<file path="src/rtl/fuse_pkg.sv">
package fuse_pkg;
  localparam logic [1:0] PRIV_MACHINE = 2'b11;
  localparam int OFF_W  = 12;
  localparam int WIDX_W = OFF_W - 2;
  localparam logic [31:0] WIN_BASE = 32'h0000_3000;
  localparam logic [WIDX_W-1:0] IDX_POLICY  = WIDX_W'(12);
  localparam logic [WIDX_W-1:0] IDX_ERASE   = WIDX_W'(13);
  localparam logic [WIDX_W-1:0] IDX_ROOT_LO = WIDX_W'(4);
  localparam logic [WIDX_W-1:0] IDX_ROOT_HI = WIDX_W'(11);
  localparam int DISABLE_BIT = 3;

  typedef struct packed {
    logic [31:0] data;
    logic        prog;
  } fuse_word_t;
endpackage

</file>
<file path="src/rtl/fuse_array.sv">
module fuse_array
  import fuse_pkg::*;
#(
  parameter int NUM_WORDS = 64,
  parameter int IDX_W = $clog2(NUM_WORDS)
) (
  input  logic              clk,
  input  logic              rst_n,
  input  logic              prog_we,
  input  logic [IDX_W-1:0]  prog_idx,
  input  logic [31:0]       prog_data,
  input  logic [WIDX_W-1:0] rd_idx_a,
  input  logic [WIDX_W-1:0] rd_idx_b,
  output fuse_word_t        rd_a,
  output fuse_word_t        rd_b
);
  logic [31:0]          mem [NUM_WORDS];
  logic [NUM_WORDS-1:0] written;

  always_ff @(posedge clk) begin
    if (prog_we) mem[prog_idx] <= prog_data;
  end

  always_ff @(posedge clk or negedge rst_n) begin
    if (!rst_n)       written <= '0;
    else if (prog_we) written[prog_idx] <= 1'b1;
  end

  function automatic fuse_word_t fetch(input logic [WIDX_W-1:0] idx);
    fuse_word_t w;
    w = '{data: '1, prog: 1'b0};
    if (idx < WIDX_W'(NUM_WORDS) && written[idx[IDX_W-1:0]]) begin
      w.data = mem[idx[IDX_W-1:0]];
      w.prog = 1'b1;
    end
    return w;
  endfunction

  always_comb begin
    rd_a = fetch(rd_idx_a);
    rd_b = fetch(rd_idx_b);
  end
endmodule

</file>
<file path="src/rtl/fuse_latches.sv">
module fuse_latches (
  input  logic clk,
  input  logic rst_n,
  input  logic set_disable,
  input  logic set_erase,
  output logic win_disabled,
  output logic key_erased
);
  always_ff @(posedge clk or negedge rst_n) begin
    if (!rst_n) begin
      win_disabled <= 1'b0;
      key_erased   <= 1'b0;
    end else begin
      if (set_disable) win_disabled <= 1'b1;
      if (set_erase)   key_erased   <= 1'b1;
    end
  end

  p_disable_sticky_r6: assert property (@(posedge clk) disable iff (!rst_n)
    win_disabled |=> win_disabled);
  p_erase_sticky_r4: assert property (@(posedge clk) disable iff (!rst_n)
    key_erased |=> key_erased);
endmodule

</file>
<file path="src/rtl/fuse_read_mux.sv">
module fuse_read_mux
  import fuse_pkg::*;
#(
  parameter int NUM_WORDS = 64
) (
  input  logic [OFF_W-1:0]  offset,
  input  logic              key_erased,
  output logic [WIDX_W-1:0] rd_idx_a,
  output logic [WIDX_W-1:0] rd_idx_b,
  input  fuse_word_t        rd_a,
  input  fuse_word_t        rd_b,
  output logic [31:0]       rdata
);
  logic        lock_a, lock_b;
  logic [31:0] val_a, val_b;
  logic [1:0]  byte_sh;
  logic [63:0] pair;

  function automatic logic locked(input logic [WIDX_W-1:0] idx, input logic erased);
    return (idx >= WIDX_W'(NUM_WORDS)) ||
           (erased && idx >= IDX_ROOT_LO && idx <= IDX_ROOT_HI);
  endfunction

  function automatic logic [31:0] shown(input logic [WIDX_W-1:0] idx,
                                        input fuse_word_t w, input logic erased);
    if (idx == IDX_ERASE) return {31'b0, erased};
    return w.prog ? w.data : 32'hFFFF_FFFF;
  endfunction

  always_comb begin
    rd_idx_a = offset[OFF_W-1:2];
    rd_idx_b = rd_idx_a + WIDX_W'(1);
    byte_sh  = offset[1:0];
    lock_a   = locked(rd_idx_a, key_erased);
    lock_b   = locked(rd_idx_b, key_erased);
    val_a    = shown(rd_idx_a, rd_a, key_erased);
    val_b    = shown(rd_idx_b, rd_b, key_erased);
    pair     = {val_b, val_a} >> {byte_sh, 3'b000};
    if (lock_a || (byte_sh != 2'd0 && lock_b)) rdata = '0;
    else                                        rdata = pair[31:0];
  end
endmodule

</file>
<file path="src/rtl/fuse_window.sv">
module fuse_window
  import fuse_pkg::*;
#(
  parameter int NUM_WORDS = 64,
  parameter int IDX_W = $clog2(NUM_WORDS)
) (
  input  logic             clk,
  input  logic             rst_n,
  input  logic             prog_we,
  input  logic [IDX_W-1:0] prog_idx,
  input  logic [31:0]      prog_data,
  input  logic             req_valid,
  output logic             req_ready,
  input  logic             req_write,
  input  logic [31:0]      req_addr,
  input  logic [31:0]      req_wdata,
  input  logic [1:0]       req_priv,
  output logic             rsp_valid,
  input  logic             rsp_ready,
  output logic [31:0]      rsp_rdata,
  output logic             rsp_err
);
  logic              accept, in_window, blocked;
  logic              set_disable, set_erase;
  logic              win_disabled, key_erased;
  logic [OFF_W-1:0]  offset;
  logic [WIDX_W-1:0] idx_a, idx_b;
  fuse_word_t        word_a, word_b;
  logic [31:0]       mux_data;

  assign req_ready = !rsp_valid || rsp_ready;
  assign accept    = req_valid && req_ready;
  assign offset    = req_addr[OFF_W-1:0];
  assign in_window = req_addr[31:OFF_W] == WIN_BASE[31:OFF_W];
  assign blocked   = !in_window || (req_priv != PRIV_MACHINE) || win_disabled;

  assign set_disable = accept && req_write && !blocked &&
                       offset[OFF_W-1:2] == IDX_POLICY && req_wdata[DISABLE_BIT];
  assign set_erase   = accept && req_write && !blocked &&
                       offset[OFF_W-1:2] == IDX_ERASE;

  fuse_array #(.NUM_WORDS(NUM_WORDS), .IDX_W(IDX_W)) u_array (
    .clk(clk), .rst_n(rst_n), .prog_we(prog_we), .prog_idx(prog_idx),
    .prog_data(prog_data), .rd_idx_a(idx_a), .rd_idx_b(idx_b),
    .rd_a(word_a), .rd_b(word_b)
  );

  fuse_latches u_latches (
    .clk(clk), .rst_n(rst_n), .set_disable(set_disable), .set_erase(set_erase),
    .win_disabled(win_disabled), .key_erased(key_erased)
  );

  fuse_read_mux #(.NUM_WORDS(NUM_WORDS)) u_mux (
    .offset(offset), .key_erased(key_erased), .rd_idx_a(idx_a), .rd_idx_b(idx_b),
    .rd_a(word_a), .rd_b(word_b), .rdata(mux_data)
  );

  always_ff @(posedge clk or negedge rst_n) begin
    if (!rst_n) begin
      rsp_valid <= 1'b0;
      rsp_rdata <= '0;
      rsp_err   <= 1'b0;
    end else if (accept) begin
      rsp_valid <= 1'b1;
      rsp_err   <= blocked;
      rsp_rdata <= (blocked || req_write) ? 32'h0 : mux_data;
    end else if (rsp_ready) begin
      rsp_valid <= 1'b0;
    end
  end

  p_priv_err_r3: assert property (@(posedge clk) disable iff (!rst_n)
    accept && req_priv != PRIV_MACHINE |=> rsp_valid && rsp_err && rsp_rdata == 32'h0);
  p_disabled_err_r6: assert property (@(posedge clk) disable iff (!rst_n)
    accept && win_disabled |=> rsp_valid && rsp_err);
  p_latency_r1: assert property (@(posedge clk) disable iff (!rst_n)
    accept |=> rsp_valid);
  p_rsp_hold_r9: assert property (@(posedge clk) disable iff (!rst_n)
    rsp_valid && !rsp_ready |=> rsp_valid && $stable(rsp_rdata) && $stable(rsp_err));
endmodule

</file>
<file path="config.mk">
export PLATFORM = sky130hd
export DESIGN_NAME = fuse_window
export DESIGN_NICKNAME = d
export VERILOG_FILES = /design/src/rtl/fuse_pkg.sv /design/src/rtl/fuse_array.sv /design/src/rtl/fuse_latches.sv /design/src/rtl/fuse_read_mux.sv /design/src/rtl/fuse_window.sv
export SDC_FILE = /design/constraint.sdc
export NUM_CORES = 2
export LEC_CHECK = 0
export BUFFER_PORTS_ARGS = -buffer_cell sky130_fd_sc_hd__buf_2
export CORE_ASPECT_RATIO = 0.9
export CORE_MARGIN = 2
export CORE_UTILIZATION = 45
export DETAILED_ROUTE_END_ITERATION = 7
export GPL_ROUTABILITY_DRIVEN = 0
export PLACE_DENSITY = 0.6
export SETUP_SLACK_MARGIN = 0.4
export SLEW_MARGIN = 15
export SYNTH_ARGS = -nofsm -noshare
export SYNTH_HDL_FRONTEND = slang
export SYNTH_SLANG_ARGS = --single-unit
</file>
<file path="constraint.sdc">
create_clock -name clk -period 4.3 [get_ports clk]
set_input_delay 0.43 -clock clk [delete_from_list [all_inputs] [get_ports clk]]
set_output_delay 0.43 -clock clk [all_outputs]
set_load 0.01 [all_outputs]
</file>
Yosys cells after proc, flatten, opt, wreduce, memory -nomap -nowiden:

Memory sizes are Yosys's and may differ from the RTL's.
Cells that the tools add are included.

* bits in registers: 100
* output and inout port bits: 35
* logic and storage cells: 75
* RAM bits: 2048
* memories: 1

* muxes and demuxes: 22
* magnitude comparators: 12
* equal/unequal tests: 5
* add/sub/neg operators: 1
* reduce and logical (&&, ||, !) cells: 26
* bitwise operators: 1
* shift-type cells: 1

Memories
* u_array.mem: words 64, bits a word 32, read ports 2, clocked after Yosys merged registers in 0, write ports 1, line fuse_array.sv:17 `logic [31:0] mem [NUM_WORDS];`

Operators by type and width (count)
* 32-bit two-way mux: 8
* 33-bit two-way mux: 2
* 64-bit bitwise OR: 1
* 64-bit by 5-bit right shift with 32-bit output: 1
* 10-bit by 4-bit == test with 1-bit output (second input constant): 3
* 6-bit by 7-bit less-than comparator with 1-bit output (second input constant): 3
* 20-bit by 2-bit == test with 1-bit output (second input constant): 1
* 10-bit by 3-bit >= comparator with 1-bit output (second input constant): 2
* 10-bit by 7-bit >= comparator with 1-bit output (second input constant): 2
* 10-bit by 4-bit <= comparator with 1-bit output (second input constant): 2
* 10-bit by 7-bit less-than comparator with 1-bit output (second input constant): 2
* 1-bit logical AND: 14
* 1-bit binary-select mux with 6-bit select: 2
* 10-bit by 1-bit adder with 10-bit output (second input constant): 1
* 1-bit two-way mux: 9
* 1-bit logical OR: 7
* 1-bit demux with 6-bit select: 1
* 6-bit by 1-bit >= comparator with 1-bit output (second input constant): 1
* 2-bit nonzero test: 2
* 1-bit logical NOT: 3
* 2-bit != test (second input constant): 1

Depth between registers and ports, before layout:

* depth in word-level cells: 10
* depth in mapped cells: 21
* gate-level depth less buffers: 11

Modules after synthesis:

Synthesis repeated with hierarchy kept, for this count alone.

* cells, all modules: 6206
* area, all modules: 103225.3 sq um

By module, submodules not included
* fuse_array: sequential area each 63100.5 sq um, cells each 5718, area each 99077.5 sq um, times used 1
* fuse_read_mux: sequential area each 0.0 sq um, cells each 317, area each 2174.6 sq um, times used 1
* fuse_window: sequential area each 850.8 sq um, cells each 167, area each 1910.6 sq um, times used 1
* fuse_latches: sequential area each 50.0 sq um, cells each 4, area each 62.6 sq um, times used 1

Least setup slack after synthesis:

OpenSTA, ideal clock, no wires.

* kind: input port to flip-flop
* from: in req_addr[2]
* to: reg rsp_rdata[24]
* arrival: 4376 ps
* buffers on the path: 11
* slack: -209 ps
* stages on the path: 19
* path through: buf_6 buf_12 buf_6 buf_6 buf_2 inv_1 buf_1 ha_1 buf_4 buf_2 buf_2 clkbuf_1 clkbuf_1 mux4_2 a22oi_1 nand3_1 a311o_1 o211ai_1 o211ai_1

* word-level cells in the longest chain between the ends: 10
* elaborated cells between the ends (all ways): 37
* classes of those cells: 1 x add/sub; 8 x order compare; 2 x eq/ne; 1 x shift; 14 x mux; 10 x reduce/logical; 1 x memory

Ends and longest elaborated chain
* start: declaration: line fuse_window.sv:15 `input logic [31:0] req_addr,`
* 10-bit by 1-bit adder with 10-bit output: line fuse_read_mux.sv:32 `rd_idx_b = rd_idx_a + WIDX_W'(1);`
* 1-bit binary-select mux with 6-bit select: line fuse_array.sv:32 `if (idx < WIDX_W'(NUM_WORDS) && written[idx[IDX_W-1:0]]) begin`
* 1-bit two-way mux (implied by the code): line fuse_array.sv:32
* 1-bit logical AND: line fuse_array.sv:32
* 33-bit two-way mux: line fuse_array.sv:32
* 32-bit two-way mux (2 in series): line fuse_read_mux.sv:27 `return w.prog ? w.data : 32'hFFFF_FFFF;`
* 64-bit by 5-bit right shift with 32-bit output: line fuse_read_mux.sv:38 `pair = {val_b, val_a} >> {byte_sh, 3'b000};`
* 32-bit two-way mux *: line fuse_read_mux.sv:39 `if (lock_a || (byte_sh != 2'd0 && lock_b)) rdata = '0;`
* 32-bit two-way mux *: line fuse_window.sv:66 `rsp_rdata <= (blocked || req_write) ? 32'h0 : mux_data;`
* end signal: assignment: line fuse_window.sv:66
* end: declaration: line fuse_window.sv:20 `output logic [31:0] rsp_rdata,`

Every way passes the cells marked *; elsewhere a longest branch is shown, timed or not. The select of a mux whose other input is x is not followed.
A chain may end at the register's enable or synchronous reset.

Worst setup path in the final report:

* from: reg u_latches.win_disabled
* to: reg rsp_rdata[15]

* word-level cells in the longest chain between the ends: 3

Ends and longest elaborated chain
* start: declaration: line fuse_latches.sv:6 `output logic win_disabled,`
* start signal: assignment: line fuse_latches.sv:11 `win_disabled <= 1'b0;`
* start signal: assignment: line fuse_latches.sv:14 `if (set_disable) win_disabled <= 1'b1;`
* 1-bit logical OR: line fuse_window.sv:35 `assign blocked = !in_window || (req_priv != PRIV_MACHINE) || win_disabled;`
* 1-bit logical OR: line fuse_window.sv:66
* 32-bit two-way mux: line fuse_window.sv:66

Every way passes these cells.

==> results.txt <==
post-route minimum period = 3.70 ns
CP max-delay cell = or4_1
Post-Syn Instances = 4825
Area Growth Syn to Fin = 13.4%
peak supply drop = 0.415 mV
Max Transition Viols Final = 0
Seq/Total Area, Yosys = 66.2%
run status = finished, final reports clean
vias in the first global route = 55500
Worst Hold End = rsp_rdata[0]
Core ar. = 214000 µm²
Clock transition at path regs = 0.07 ns
Post-synth ARST share = 4.66%
initial antenna violation count = 44
# clock sinks = 2148
critical path required time = 5.07 ns
Crit Reg-Reg Startpoint = u_latches.win_disabled
most frequent cells in the layout = edfxtp_1, mux4_2, buf_4
Die H = 444 µm
Worst Skew = 0.0348 ns
Antenna Nets Post-Route = 0
MaxCap Viol Count = 0
Cell Rows = 161
Post-Syn Area = 96600 µm²
Iter 0 DRT Violations = 10500
Post-CTS Setup Bufs = 0
crit end category = flop
non-filler cells, final = 8192
via count = 58400
Slew HR = 21.3%
largest net degree at the start of global routing = 91
hold depth = 3
final hold violation count = 0
total track usage = 31.6%
fillers = 16900
Root Buffer = clkbuf_16
worst-margin pin slew = 1.18 ns
internal reg-to-reg setup slack = 0.60 ns
syn nets = 4939
CTS tree = yes
drt wl/cell = 42.6 µm
Placed Instances = 7764
layout cells sized above 1 = 34.9%
Num CTS Buffers = 211
htree depth = 4
DIE AREA = 218000 µm²
max incr delay on CP = 0.69 ns
average cell area after synthesis = 20.0 µm²
Final nets = 5249
Post-synth top flop = edfxtp_1
worst skew pair latency = 0.87 ns
Residual DRC = 0
CP Cell Sequence = nor4bb_1 -> nand4_1 -> or4_1 -> nor4_1 -> a21boi_2 -> nand2_1 -> nor2_2 -> o211ai_1 -> o211ai_1
total gr overflow = 0
Clock Path Buffers = 3
worst r2r dst = rsp_rdata[15]
worst r2r path cells = 9
commonest non-fill, non-tap cell in the layout = edfxtp_1
RSZ-0062 raised after global routing = no
CP most frequent cell = o211ai_1
setup tns final = 0 ns
die width = 492 µm
#FFs+latches synth = 2148
worst hold path type = input pin to flop
Ys Warns = 0
period utilization = 85.9%
Post-synth EDFFs = 2048
I/O Buffers = 113
Startpoint Class = flop
crit path kind = flop to flop
WP data arrival = 4.46 ns
DR vias/cell = 7.12
CP max FO = 6
TritonRoute pass-1 iters = 6
Fmax = 271 MHz
Routed WL = 349000 µm
Starting Density = 45.2%
post-synthesis cell type count = 83
final setup fails = 0
DP HPWL = 206000 µm
first-pass GRT wire length = 469000 µm
static leakage = 35.2 nW
Worst Hold Launch = req_addr[1]
pwr dens = 425 nW/µm²
# IOs = 145
[flip-flops by register name, indices dropped and copies added, names as in the netlist]
register / count
u_array.mem: 2048
u_array.written: 64
rsp_rdata: 32
rsp_err: 1
rsp_valid: 1
u_latches.key_erased: 1
u_latches.win_disabled: 1
[worst max-delay path: cells and delay by family (launching register included)]
family,cells,cell delay (ns)
and+or+nand+nor,6,2.45
AOI/OAI and AO/OA,3,0.70
DFF,1,0.45
[kinds of logic after synthesis]
group | count (synthesis) | synth area share [%]
DFF | 2148 | 66.2
xor gates and xnor gates | 9 | 0.0894
AOI/OAI and AO/OA | 579 | 4.32
buffers and inverters | 365 | 2.41
and+or+nand+nor | 618 | 3.01
adders and majority gates | 4 | 0.0518
muxes | 1102 | 23.9
[area by class of cell]
class,count,area (µm²),share of cell area [%]
sequential,2148,64000,58.4
multi-input combinational,2312,30900,28.2
clock buffer,280,5730,5.23
timing repair buffer,450,4150,3.79
tap,2852,3570,3.26
clock inverter,112,1080,0.988
antenna,26,65.1,0.0594
inverter,12,50.0,0.0457
[through the flow]
stage                     hold slack [ns]  area (µm²)  power, W  util (%)  worst slack (ns)
after detailed placement            0.466      103000    0.0283      48.0             0.246
after global routing                0.114      110000    0.0476      51.2             0.549
after floorplan                     0.134       96700    0.0264         -             0.396
final                               0.155      110000    0.0465      51.3             0.605
after global placement              0.463      103000    0.0282      48.0             0.261
after CTS                           0.110      109000    0.0466      51.2             0.531
[power by group]
part           leakage (nW)  internal (W)  total, W  switching [W]
logic                  12.1       0.00185   0.00462        0.00276
clock network          3.31        0.0104    0.0186        0.00817
registers              19.7        0.0232    0.0233       0.000131
total                  35.2        0.0355    0.0465         0.0111
[metal layers]
layer / share of wire, % / up-vias / track usage (%)
met5: 0.020 / - / 0
met4: 4.9 / 12 / 13.6
met3: 13 / 788 / 9.18
met2: 44 / 4514 / 46.0
met1: 38 / 31500 / 44.5
li1: - / 21500 / -
[synthesized netlist by cell type (all sizes together), types with 37 or more instances]
library cell  count  area share (%)
edfxtp         2048              64
mux4            949              22
buf             260             2.0
nand2           240            0.93
nor2            129            0.51
mux2i           128             1.3
a22oi           124            0.96
dfrtp           100             2.6
clkbuf           93            0.36
a21oi            89            0.46
or2              68            0.44
o21ai            66            0.34
nand3            59            0.31
a22o             37            0.34
[how the worst max path moves through the flow]
stage	startpoint	end	slack (ns)	cells past startpoint
6_report	u_latches.win_disabled	rsp_rdata[15]	0.60	9
5_1_grt	u_latches.win_disabled	rsp_rdata[15]	0.55	9
4_1_cts	u_latches.win_disabled	rsp_rdata[15]	0.53	9
3_5_place_dp	req_addr[2]	rsp_rdata[16]	0.25	12
3_3_place_gp	req_addr[2]	rsp_rdata[16]	0.26	12
2_1_floorplan	req_addr[2]	rsp_rdata[23]	0.40	19
[timing repair]
| action | in CTS | in global routing |
|---|---|---|
| setup endpoints to repair | 0 | 1 |
| hold buffers | 10 | 0 |
| gates resized for setup | 0 | 1 |
| hold endpoints to repair | 71 | 0 |
Power figures use the tool's default switching activity.
